File: src/rtl/scc_pkg.sv
package scc_pkg;

    typedef enum logic [1:0] {
        ACT_HOLD = 2'd0,
        ACT_SET  = 2'd1,
        ACT_CLR  = 2'd2,
        ACT_TOG  = 2'd3
    } act_e;

    typedef enum logic [1:0] {
        SW_OFF   = 2'd0,
        SW_ARMED = 2'd1,
        SW_SPENT = 2'd2
    } sw_state_e;

endpackage

File: src/rtl/scc_operand.sv
module scc_operand #(
    parameter int TW = 16
) (
    input  logic [TW-1:0] tmr,
    input  logic          rev_en,
    output logic [TW-1:0] opnd
);

    logic [TW-1:0] mirrored;

    for (genvar i = 0; i < TW; i++) begin : g_mirror
        assign mirrored[i] = tmr[TW-1-i];
    end

    assign opnd = rev_en ? mirrored : tmr;

endmodule

File: src/rtl/scc_compare.sv
module scc_compare
    import scc_pkg::*;
#(
    parameter int TW = 16
) (
    input  logic          clk,
    input  logic          rst,
    input  logic [TW-1:0] opnd,
    input  logic          upd,
    input  logic [TW-1:0] cmp,
    input  act_e          act,
    input  logic          req_en,
    output logic          out_line,
    output logic          req
);

    logic hit;
    logic out_q, out_d;
    logic req_q;

    assign hit = upd && (opnd >= cmp);

    always_comb begin
        out_d = out_q;
        if (hit) begin
            unique case (act)
                ACT_HOLD: out_d = out_q;
                ACT_SET:  out_d = 1'b1;
                ACT_CLR:  out_d = 1'b0;
                ACT_TOG:  out_d = ~out_q;
            endcase
        end
    end

    always_ff @(posedge clk) begin
        if (rst) begin
            out_q <= 1'b0;
            req_q <= 1'b0;
        end else begin
            out_q <= out_d;
            req_q <= hit && req_en;
        end
    end

    assign out_line = out_q;
    assign req      = req_q;

    a_r2_req_needs_update: assert property (@(posedge clk) disable iff (rst)
        req_q |-> $past(upd));
    a_r3_stall_holds_out: assert property (@(posedge clk) disable iff (rst)
        !upd |=> $stable(out_q));
    a_r4_set_drives_high: assert property (@(posedge clk) disable iff (rst)
        (upd && opnd >= cmp && act == ACT_SET) |=> out_q);
    a_r4_toggle_flips: assert property (@(posedge clk) disable iff (rst)
        (upd && opnd >= cmp && act == ACT_TOG) |=> (out_q != $past(out_q)));

endmodule

File: src/rtl/scc_switch.sv
module scc_switch
    import scc_pkg::*;
#(
    parameter  int NTRIG = 4,
    localparam int TSELW = (NTRIG > 1) ? $clog2(NTRIG) : 1
) (
    input  logic             clk,
    input  logic             rst,
    input  logic [NTRIG-1:0] trig,
    input  logic [TSELW-1:0] tsel,
    input  logic             one_shot,
    input  logic             req_en,
    input  logic             ctl_wr,
    input  logic             new_en,
    output logic             fire,
    output logic             req
);

    sw_state_e        st_q, st_d;
    logic [NTRIG-1:0] trig_prev;
    logic             sel_ok, cur, prev, rise;
    logic             req_q;

    assign sel_ok = (int'(tsel) < NTRIG);
    assign cur    = sel_ok ? trig[tsel]      : 1'b0;
    assign prev   = sel_ok ? trig_prev[tsel] : 1'b0;
    assign rise   = cur && !prev;
    assign fire   = (st_q == SW_ARMED) && rise;

    always_comb begin
        st_d = st_q;
        unique case (st_q)
            SW_OFF:   st_d = SW_OFF;
            SW_ARMED: if (rise && one_shot) st_d = SW_SPENT;
            SW_SPENT: st_d = SW_SPENT;
            default:  st_d = SW_OFF;
        endcase
        if (ctl_wr) st_d = new_en ? SW_ARMED : SW_OFF;
    end

    always_ff @(posedge clk) begin
        if (rst) begin
            st_q      <= SW_OFF;
            trig_prev <= '0;
        end else begin
            st_q      <= st_d;
            trig_prev <= trig;
        end
    end

    always_ff @(posedge clk) begin
        if (rst) req_q <= 1'b0;
        else     req_q <= fire && req_en;
    end

    assign req = req_q;

    a_r7_req_follows_switch: assert property (@(posedge clk) disable iff (rst)
        req_q |-> $past(fire));
    a_r8_spent_never_fires: assert property (@(posedge clk) disable iff (rst)
        (st_q == SW_SPENT) |-> !fire);
    a_r8_oneshot_disarms: assert property (@(posedge clk) disable iff (rst)
        (fire && one_shot && !ctl_wr) |=> (st_q == SW_SPENT));

endmodule

File: src/rtl/shadow_cmp_cell.sv
module shadow_cmp_cell
    import scc_pkg::*;
#(
    parameter  int TW    = 16,
    parameter  int NTRIG = 4,
    localparam int TSELW = (NTRIG > 1) ? $clog2(NTRIG) : 1
) (
    input  logic             clk,
    input  logic             rst,
    input  logic [TW-1:0]    tmr_val,
    input  logic             tmr_upd,
    input  logic [NTRIG-1:0] trig_in,
    input  logic             cmp_wr,
    input  logic [TW-1:0]    cmp_wdata,
    input  logic             shd_wr,
    input  logic [TW-1:0]    shd_wdata,
    input  logic             ctl_wr,
    input  logic [1:0]       ctl_act,
    input  logic             ctl_rev,
    input  logic             ctl_sw_en,
    input  logic             ctl_one,
    input  logic             ctl_cmp_req_en,
    input  logic             ctl_sw_req_en,
    input  logic [TSELW-1:0] ctl_tsel,
    output logic             out_line,
    output logic             cmp_req,
    output logic             sw_req,
    output logic [TW-1:0]    cmp_val
);

    logic [TW-1:0]    cmp_q, shd_q, opnd;
    act_e             act_q;
    logic             rev_q, one_q, creq_en_q, sreq_en_q;
    logic [TSELW-1:0] tsel_q;
    logic             sw_fire;

    always_ff @(posedge clk) begin
        if (rst) begin
            act_q     <= ACT_HOLD;
            rev_q     <= 1'b0;
            one_q     <= 1'b0;
            creq_en_q <= 1'b0;
            sreq_en_q <= 1'b0;
            tsel_q    <= '0;
        end else if (ctl_wr) begin
            act_q     <= act_e'(ctl_act);
            rev_q     <= ctl_rev;
            one_q     <= ctl_one;
            creq_en_q <= ctl_cmp_req_en;
            sreq_en_q <= ctl_sw_req_en;
            tsel_q    <= ctl_tsel;
        end
    end

    always_ff @(posedge clk) begin
        if (rst)         cmp_q <= '0;
        else if (sw_fire) cmp_q <= shd_q;
        else if (cmp_wr)  cmp_q <= cmp_wdata;
    end

    always_ff @(posedge clk) begin
        if (rst)         shd_q <= '0;
        else if (shd_wr) shd_q <= shd_wdata;
    end

    scc_operand #(.TW(TW)) u_operand (
        .tmr    (tmr_val),
        .rev_en (rev_q),
        .opnd   (opnd)
    );

    scc_compare #(.TW(TW)) u_compare (
        .clk      (clk),
        .rst      (rst),
        .opnd     (opnd),
        .upd      (tmr_upd),
        .cmp      (cmp_q),
        .act      (act_q),
        .req_en   (creq_en_q),
        .out_line (out_line),
        .req      (cmp_req)
    );

    scc_switch #(.NTRIG(NTRIG)) u_switch (
        .clk      (clk),
        .rst      (rst),
        .trig     (trig_in),
        .tsel     (tsel_q),
        .one_shot (one_q),
        .req_en   (sreq_en_q),
        .ctl_wr   (ctl_wr),
        .new_en   (ctl_sw_en),
        .fire     (sw_fire),
        .req      (sw_req)
    );

    assign cmp_val = cmp_q;

    a_r6_switch_loads_shadow: assert property (@(posedge clk) disable iff (rst)
        sw_fire |=> (cmp_q == $past(shd_q)));
    a_r10_switch_beats_write: assert property (@(posedge clk) disable iff (rst)
        (sw_fire && cmp_wr) |=> (cmp_q != $past(cmp_wdata) || $past(shd_q) == $past(cmp_wdata)));
    a_r1_reset_clears: assert property (@(posedge clk)
        rst |=> (cmp_q == '0 && shd_q == '0 && !out_line));

endmodule

File: config.mk
export PLATFORM = sky130hd
export DESIGN_NAME = shadow_cmp_cell
export DESIGN_NICKNAME = d
export VERILOG_FILES = /design/src/rtl/scc_pkg.sv /design/src/rtl/scc_operand.sv /design/src/rtl/scc_compare.sv /design/src/rtl/scc_switch.sv /design/src/rtl/shadow_cmp_cell.sv
export SDC_FILE = /design/constraint.sdc
export NUM_CORES = 1
export LEC_CHECK = 0
export BUFFER_PORTS_ARGS = -buffer_cell sky130_fd_sc_hd__buf_2
export CAP_MARGIN = 20
export CORE_MARGIN = 2
export CORE_UTILIZATION = 35
export DETAILED_ROUTE_END_ITERATION = 8
export SYNTH_ARGS = -nofsm -noshare
export SYNTH_HDL_FRONTEND = slang
export SYNTH_SLANG_ARGS = --single-unit
File: constraint.sdc
create_clock -name clk -period 5.8 [get_ports clk]
set_input_delay 0.29 -clock clk [delete_from_list [all_inputs] [get_ports clk]]
set_output_delay 0.29 -clock clk [all_outputs]
set_load 0.02 [all_outputs]
== After elaboration in Yosys (flattened, before gate mapping) ==
Cells that the tools add are included.

* Add/subtract/negate cells: 0
* Multipliers: 0
* Div/mod/pow operators: 0
* $lt $le $gt $ge: 2
* Eq/ne operators: 6
* Shifts and indexed selects: 0
* Mux-type cells: 12
* Bitwise operators: 2
* Reduce and logical (&&, ||, !) cells: 10

{| class="wikitable"
|+ Operator list
! kind !! number
|-
| 16-bit two-way mux || 3
|-
| 16-bit greater-or-equal comparator || 1
|-
| 2-bit equality test (second input constant) || 3
|-
| 1-bit logical AND || 6
|-
| 1-bit binary-select mux with 2-bit select || 2
|-
| 2-bit by 1-bit equality test with 1-bit output (second input constant) || 2
|-
| 2-bit two-way mux || 2
|-
| 2-bit one-hot mux with 2 select lines || 1
|-
| 2-bit by 3-bit less-than comparator with 1-bit output (second input constant) || 1
|-
| 1-bit two-way mux || 3
|-
| 3-bit != test (second input constant) || 1
|-
| 1-bit one-hot mux with 3 select lines || 1
|-
| 2-bit logical NOT || 1
|-
| 1-bit inverter || 2
|-
| 2-bit AND reduction || 1
|-
| 2-bit nonzero test || 1
|-
| 1-bit logical NOT || 1
|}

* Register bits: 49
* Latch bits: 0
* Bits in writable memories: 0
* Memory bits (read-only): 0
* Input port bits: 67
* Output and inout port bits: 19
* Word-level logic and storage cells: 45
* Memories kept: 0

== Longest topological paths before layout ==
Gate-level depths: netlist of run 1.

* Word-level depth: 8
* Depth in mapped cells: 9
* Gate-level depth less buffers: 7

== Cells and area by module ==
From an unflattened synthesis of run 1, not the netlist that was laid out.

* Cells, all modules: 260
* Area, all modules: 2678.8 µm²

{| class="wikitable"
|+ Modules (own cells, without submodules)
! module !! instances !! cells each !! area an instance (µm²) !! seq. area each (µm²)
|-
| shadow_cmp_cell || 1 || 148 || 1647.8 || 800.8
|-
| scc_compare || 1 || 65 || 483.0 || 40.0
|-
| scc_switch || 1 || 29 || 299.0 || 140.1
|-
| scc_operand || 1 || 18 || 249.0 || 0.0
|}

== Least setup slack after synthesis of run 1 ==
Ideal clock, no wire load.

* Path kind: register -> register
* Start: register rev_q
* End: register u_compare.req_q, in the netlist u_compare.req
* Library setup time: 78 ps
* Arrival time: 2416 ps
* Data required time: 5722 ps
* Path slack: 3306 ps
* Cell stages (with the launch flop): 10
* Buffers on the path: 2
* Clock period less this slack: 2494 ps
* Path through: dfxtp_1 -> clkbuf_1 -> clkbuf_1 -> mux2_1 -> ha_1 -> nand4_1 -> nor3_1 -> o2111ai_1 -> and3_1 -> nor3_1

* Longest elaborated chain between the ends: 4

{| class="wikitable"
|+ RTL lines
! item !! RTL line !! source
|-
| from (decl) || shadow_cmp_cell.sv:33 || <nowiki>logic rev_q, one_q, creq_en_q, sreq_en_q;</nowiki>
|-
| from (signal assigned) || shadow_cmp_cell.sv:47 || <nowiki>rev_q <= ctl_rev;</nowiki>
|-
| 16-bit two-way mux || scc_operand.sv:15 || <nowiki>assign opnd = rev_en ? mirrored : tmr;</nowiki>
|-
| 16-bit greater-or-equal comparator || scc_compare.sv:21 || <nowiki>assign hit = upd && (opnd >= cmp);</nowiki>
|-
| 1-bit logical AND || scc_compare.sv:21 ||
|-
| 1-bit logical AND || scc_compare.sv:41 || <nowiki>req_q <= hit && req_en;</nowiki>
|-
| to (signal assigned) || scc_compare.sv:41 ||
|-
| to (decl) || scc_compare.sv:19 || <nowiki>logic req_q;</nowiki>
|}

No other way between the ends.
A chain may end at the register's enable or synchronous reset.

== Worst setup path after layout of run 1 ==
* Start: register rev_q
* End: register u_compare.out_q, in the netlist u_compare.out_line

* Longest elaborated chain between the ends: 4

{| class="wikitable"
|+ RTL lines
! item !! RTL line !! source
|-
| 16-bit two-way mux || scc_operand.sv:15 ||
|-
| 16-bit greater-or-equal comparator || scc_compare.sv:21 ||
|-
| 1-bit logical AND || scc_compare.sv:21 ||
|-
| 2-bit AND reduction (no source line) || -- ||
|-
| to (signal assigned) || scc_compare.sv:40 || <nowiki>out_q <= out_d;</nowiki>
|-
| to (decl) || scc_compare.sv:18 || <nowiki>logic out_q, out_d;</nowiki>
|}

No other way between the ends.

==> results of run 1 <==
## per-layer routing
| layer | wire length [um] | vias up |
|---|---|---|
| li1 | - | 1058 |
| met4 | 78 | 0 |
| met1 | 2803 | 929 |
| met3 | 233 | 5 |
| met5 | 0 | - |
| met2 | 2541 | 41 |
## worst reg2reg max path: stages (launching register included)
cell,delay (ns)
dfxtp_1,0.74
mux2_1,0.39
ha_1,0.31
nand4_1,0.11
nor3_1,0.29
o2111ai_1,0.19
a31oi_1,0.21
o32ai_1,0.09
## power groups by stage
| stage | logic (uW) | clock network (uW) | registers (uW) |
|---|---|---|---|
| final | 141 | 193 | 373 |
| after detailed placement | 142 | 0 | 381 |
| after global placement | 140 | 0 | 381 |
| after floorplan | 85.4 | 0 | 386 |
| after CTS | 143 | 199 | 373 |
| after global routing | 159 | 216 | 377 |
## stage by stage
step	area [um^2]	hold WS [ns]	worst slack, ns	power [uW]	utilization (%)
2_1_floorplan	2474	0.3660	3.306	471.1	-
3_3_place_gp	2957	0.4421	3.398	520.7	43.28
3_5_place_dp	2957	0.4379	3.330	523.5	43.28
4_1_cts	3037	0.2076	3.312	716.3	44.45
5_1_grt	3037	0.2058	3.054	751.5	44.45
6_report	3037	0.2149	3.309	706.6	44.45
## cell type report
| cell class | instances | area (um^2) | share of cell area, % |
|---|---|---|---|
| sequential | 49 | 980.9 | 32.30 |
| timing repair buffer | 85 | 425.4 | 14.01 |
| clock buffer | 8 | 80.08 | 2.637 |
| inverter | 19 | 71.32 | 2.349 |
| tap | 96 | 120.1 | 3.955 |
| multi-input combinational | 175 | 1359 | 44.75 |
## worst max-delay path by stage
| stage | cells past startpoint | end | startpoint |
|---|---|---|---|
| detailed placement | 7 | u_compare.out_line | rev_q |
| global route | 7 | u_compare.out_line | rev_q |
| finish | 7 | u_compare.out_line | rev_q |
| global placement | 7 | u_compare.req | rev_q |
| floorplan | 9 | u_compare.req | rev_q |
| CTS | 7 | u_compare.req | rev_q |
## sequential cells by signal, summed over array words and instances (netlist names)
register            cells
u_switch.req            1
act_q                   2
cmp_val                16
u_compare.out_line      1
sreq_en_q               1
rev_q                   1
u_compare.req           1
shd_q                  16
u_switch.st_q           2
creq_en_q               1
tsel_q                  2
one_q                   1
u_switch.trig_prev      4
## cell usage in the layout, fill, tap and decap left out, types with 5 or more instances in the layout
master / n
nand2_1: 8
mux2i_1: 41
a21oi_1: 6
inv_1: 19
ha_1: 17
a211oi_1: 17
buf_2: 85
nor2b_1: 9
clkbuf_8: 5
dfxtp_1: 49
mux2_1: 15
nor2_1: 42
## logic make-up (layout without fill, tap and decap cells)
group / Yosys count / in the layout
AO/OA/AOI/OAI: 33 / 33
adder cells (fa/ha/maj): 17 / 17
buffers and inverters: 34 / 112
flip-flops: 49 / 49
multiplexers: 57 / 57
AND/OR/NAND/NOR: 68 / 68
==> metrics.csv, run 1 <==
stage,metric,value,unit
critical_path,Worst Path Buf+Inv,0,
yosys,Post-synth EDFFs,0,
yosys,Synth top area share,39.66,%
power,Clk pwr share,27.3,%
global_routing,vias in the first global route,1849,
sta,worst-margin pin slew,0.9387,ns
critical_path,reg-to-reg startpoint,rev_q,
critical_path,crit end category,register,
sta,RSZ-0062 raised after global routing,no,
status,outcome,"complete, no violations",
sta,Max-Slew Margin vs Limit,37.42,%
global_routing,met1 Track Usage GR,21.70,%
critical_path,crit start category,register,
power,Sw Ratio,27.65,%
final_layout,fillers,728,
critical_path,r2r worst-path depth,7,
final_layout,ANT cells,0,
sta,minimum clock period,2.491,ns
global_routing,pin count of the biggest net entering global routing,51,
critical_path,CP max FO,17,
route,router iterations before antenna repair,4,
global_routing,grt met2 use,21.90,%
critical_path,Worst EP required,5.96,ns
yosys,#FFs+latches synth,49,
yosys,asr flop ratio synth,0,%
final_layout,nets,419,
critical_path,crit-path cells,mux2_1 -> ha_1 -> nand4_1 -> nor3_1 -> o2111ai_1 -> a31oi_1 -> o32ai_1,
sta,FMAX,401.5,MHz
yosys,dominant cell type by area after synthesis,dfxtp_1,
critical_path,critical path's top delay family,flip-flops,
sta,"Hold Vio Cnt, Final",0,
global_routing,global routing's busiest layer,met2,
route,antenna-violating nets left,0,
clock_network,clock sinks,49,
yosys,Synth top cells by count,"dfxtp_1 (49), nor2_1 (42), mux2i_1 (41)",
yosys,xor/xnor share of the synthesized area,0,%
placement,global placer's final weighted congestion,0.8369,
critical_path,Slowest cell on crit path,dfxtp_1,
global_routing,overall global routing resource usage,14.74,%
yosys,most numerous cell in the Yosys netlist,dfxtp_1,
critical_path,reg2reg end,u_compare.out_line,
yosys,synth warn,0,
global_routing,first-pass GRT wire length,8845,um
floorplan,Site Rows,30,
final_layout,P&R area growth vs syn,22.76,%
yosys,Synth Instances,258,
hold_path,hold depth,2,
placement,placed cell count,424,
critical_path,Worst path max stage delay,0.74,ns
power,P_leak,0.001462,uW
route,detailed-route DRC error count,0,
yosys,Synth Flop Type,dfxtp_1,
clock_network,clock latency on the worst-skew pair,0.30,ns
power,Power Dens Cells,232.7,nW/um^2
final_layout,fraction of layout cells with a size suffix above 1,27.98,%
floorplan,DIE AREA,7756,um^2
yosys,post-synthesis mux area share,24.33,%
yosys,area fraction in compound gates after synthesis,9.863,%
route,WL final,5656,um
route,Vias,2033,
sta,clock skew,0.005359,ns
clock_network,CTS Buf Count,5,
floorplan,die width,88.07,um
placement,number of port buffers,85,
floorplan,Initial Util,36.21,%
hold_path,Hold Crit Start,trig_in[1],
route,routed vias/inst,4.706,
yosys,Yosys cell types,30,
clock_network,Clock Tree Buf Depth,2,
yosys,synth top area cells,"dfxtp_1 (40%), mux2i_1 (17%), ha_1 (8.6%)",
critical_path,critical path class,register to register,
global_routing,GRT overflow,0,
clock_network,Worst-path clk slew,0.09,ns
sta,Final Cycle Share,42.94,%
flow_run,Max-Cap Viols,0,
hold_path,worst hold path class,primary input to register,
yosys,adder-cell area share of the yosys netlist,8.599,%
clock_network,H-tree depth,2,
floorplan,chip height,88.07,um
placement,hpwl dp,4356,um
yosys,simple-gate share of the synthesized area,12.14,%
floorplan,core area,6832,um^2
clock_network,Root Buffer Master,clkbuf_8,
clock_network,cts hold-fix bufs,0,
floorplan,Boundary Pins,86,
route,drt wl/cell,13.09,um
yosys,Syn Std Cell Area,2474,um^2
clock_network,CTS tree,yes,
global_routing,initial antenna violation count,0,
power,"IR drop worst, VDD",0.08776,mV
global_routing,met3 Usage GRT,2.639,%
power,Comb pwr share,20.0,%
critical_path,WP data arrival,2.65,ns
power,switching pwr,195.4,uW
clock_network,post-CTS setup buffer count,0,
final_layout,Finished Layout Cells,432,
power,internal cell power,511.3,uW
yosys,syn avg cell area,9.588,um^2
yosys,Syn Nets,342,
sta,Setup-failing EPs final,0,
hold_path,Min-Delay Endpoint,u_switch.trig_prev[1],
yosys,"Seq/Total Area, Yosys",39.66,%
clock_network,post-cts resize count,0,
route,DRT iter0 DRCs,70,
power,power share of the sequential group,52.8,%
critical_path,"reg-to-reg slack, setup",3.31,ns
sta,final slew viol count,0,
yosys,main combinational cell family by area after synthesis,multiplexers,
sta,sum of negative setup slack,0,ns
No activity file was read; power rests on OpenSTA's default activity.
==> run 2: changes to the inputs <==
==> constraint.sdc (replaced) <==
create_clock -name clk -period 2.6 [get_ports clk]
set_input_delay 0.13 -clock clk [delete_from_list [all_inputs] [get_ports clk]]
set_output_delay 0.13 -clock clk [all_outputs]
set_load 0.02 [all_outputs]
==> run 2 against run 1 <==
Compared with the run above: sequential share of layout area shrank 0.30 points; critical path depth increased by 1; clock skew grew 0.0040 ns; utilization increased by 0.48 points; critical path type unchanged; via count is 1.3% lower; non-clock buffer count increased by 2; global-route usage fell by 0.20 points; sequential cell count unchanged; routed wire length fell by 0.94%; worst setup slack got worse by 3.0 ns.
==> metrics.csv, run 2 (synthesized netlist as in run 1, its figures left out) <==
stage,metric,value,unit,change
sta,clock skew,0.009317,ns,was 0.005359 ns
sta,"Hold Vio Cnt, Final",0,,unchanged
critical_path,crit end category,register,,unchanged
sta,sum of negative setup slack,0,ns,unchanged
route,DRT iter0 DRCs,79,,was 70
critical_path,Worst EP required,2.83,ns,was 5.96 ns
clock_network,H-tree depth,2,,unchanged
final_layout,fraction of layout cells with a size suffix above 1,29.59,%,was 27.98%
sta,minimum clock period,2.245,ns,was 2.491 ns
hold_path,worst hold path class,primary input to register,,unchanged
floorplan,DIE AREA,7756,um^2,unchanged
global_routing,vias in the first global route,1863,,was 1849
sta,final slew viol count,0,,unchanged
floorplan,die width,88.07,um,unchanged
floorplan,chip height,88.07,um,unchanged
critical_path,WP data arrival,2.47,ns,was 2.65 ns
critical_path,crit-path cells,buf_4 -> mux2_1 -> ha_1 -> nand2_1 -> nor3_1 -> o2111ai_1 -> and3_1 -> nor3_1,,was mux2_1 -> ha_1 -> nand4_1 -> nor3_1 -> o2111ai_1 -> a31oi_1 -> o32ai_1
global_routing,initial antenna violation count,0,,unchanged
final_layout,ANT cells,0,,unchanged
critical_path,critical path's top delay family,simple AND/OR/NAND/NOR gates,,was flip-flops
final_layout,Finished Cell Area,3069,um^2,was 3037 um^2
clock_network,Clock Tree Buf Depth,2,,unchanged
route,antenna-violating nets left,0,,unchanged
sta,Max-Slew Margin vs Limit,60.94,%,was 37.42%
critical_path,crit start category,register,,unchanged
critical_path,CP max FO,9,,was 17
sta,Setup-failing EPs final,0,,unchanged
route,drt wl/cell,12.91,um,was 13.09 um
final_layout,nets,421,,was 419
route,detailed-route DRC error count,0,,unchanged
clock_network,Worst-path clk slew,0.09,ns,about the same
final_layout,P&R area growth vs syn,24.08,%,was 22.76%
clock_network,clock latency on the worst-skew pair,0.30,ns,about the same
final_layout,most frequent cells in the layout,"buf_2 (85), dfxtp_1 (48), nor2_1 (42)",,"was buf_2 (85), dfxtp_1 (49), nor2_1 (42)"
power,P_leak,0.001484,uW,was 0.001462 uW
critical_path,Worst Path Buf+Inv,1,,was 0
sta,worst-margin pin slew,0.5838,ns,was 0.9387 ns
sta,RSZ-0062 raised after global routing,no,,unchanged
power,Sw Ratio,27.98,%,was 27.65%
critical_path,Slowest cell on crit path,dfxtp_2,,was dfxtp_1
global_routing,overall global routing resource usage,14.53,%,was 14.74%
placement,hpwl dp,4375,um,was 4356 um
critical_path,Worst path max stage delay,0.44,ns,was 0.74 ns
final_layout,fillers,721,,was 728
power,power share of the sequential group,51.2,%,was 52.8%
flow_run,Max-Cap Viols,0,,unchanged
power,Clk pwr share,29.0,%,was 27.3%
route,router iterations before antenna repair,4,,unchanged
global_routing,first-pass GRT wire length,8921,um,was 8845 um
floorplan,core area,6832,um^2,unchanged
route,Vias,2006,,was 2033
global_routing,pin count of the biggest net entering global routing,44,,was 51
route,routed vias/inst,4.622,,was 4.706
global_routing,GRT overflow,0,,unchanged
power,Comb pwr share,19.7,%,was 20.0%
status,outcome,"complete, no violations",,unchanged
placement,global placer's final weighted congestion,0.8267,,was 0.8369
placement,"Cell Area, Placed",2972,um^2,was 2957 um^2
power,internal cell power,1167,uW,was 511.3 uW
power,"IR drop worst, VDD",0.1842,mV,was 0.08776 mV
clock_network,CTS Buf Count,5,,unchanged
clock_network,Root Buffer Master,clkbuf_8,,unchanged
placement,number of port buffers,85,,unchanged
floorplan,Site Rows,30,,unchanged
critical_path,critical path class,register to register,,unchanged
sta,Final Cycle Share,86.35,%,was 42.94%
floorplan,Initial Util,36.21,%,unchanged
route,WL final,5603,um,was 5656 um
clock_network,cts hold-fix bufs,0,,unchanged
floorplan,Boundary Pins,86,,unchanged
critical_path,Most common cell on crit path,nor3_1,,
clock_network,clock sinks,49,,unchanged
clock_network,CTS tree,yes,,unchanged
power,switching pwr,453.3,uW,was 195.4 uW
power,Power Dens Cells,527.9,nW/um^2,was 232.7 nW/um^2
final_layout,"most common cell after layout, fill and taps aside",buf_2,,unchanged
sta,FMAX,445.4,MHz,was 401.5 MHz
[run 2: cell types whose count changed in the layout (fill, tap and decap cells not counted), sizes merged]
cell / change
clkinv: +2
clkbuf: -2
buf: +2
[run 2: cell type report]
class / count / area [um^2] / area share (%)
well taps: 96 / 120.1 / 3.914
clock inverters: 2 / 13.76 / 0.4484
repair buffers: 87 / 440.4 / 14.35
flip-flops and latches: 49 / 982.2 / 32.00
clock buffers: 6 / 82.58 / 2.691
inverters: 19 / 71.32 / 2.324
multi-input cells: 175 / 1359 / 44.27
[run 2: metrics by stage]
stage               setup slack [ns]  instances  hold slack, ns  power, uW  util [%]
global placement              0.3135        426          0.3545       1163     43.50
detailed placement            0.2599        426          0.3700       1168     43.50
CTS                           0.2402        434         0.05124       1638     44.91
finish                        0.3550        434         0.05135       1620     44.93
floorplan                     0.1063        258          0.2060       1051         -
global route                 0.07108        434         0.04450       1711     44.93
[run 2: metal layers]
layer	wire length (um)	track usage, %
met4	94	5.234
met5	0	0
met3	205	2.262
met2	2567	22.80
met1	2735	20.31
[run 2: timing repair]
item                                    in CTS  in global routing
endpoints found under the hold margin        0                  0
gates resized for setup                      0                  1
endpoints found under the setup margin       0                  1
setup buffers                                0                  0
[run 2: power groups by stage]
| stage | logic (uW) | clock network (uW) | registers (uW) |
|---|---|---|---|
| after floorplan | 191 | 0 | 860 |
| after global placement | 317 | 0 | 847 |
| after detailed placement | 320 | 0 | 848 |
| after CTS | 322 | 485 | 830 |
| after global routing | 360 | 514 | 837 |
| final | 320 | 471 | 830 |
[run 2: path summary, 6_finish.rpt]
kind | from | to | slack (ns) | cells past startpoint
worst min register to register | creq_en_q | u_compare.req | 0.47 | 2
worst min-delay path | trig_in[0] | u_switch.trig_prev[0] | 0.05 | 2
worst max register to register | rev_q | u_compare.req | 0.36 | 8
worst max-delay path | rev_q | u_compare.req | 0.36 | 8
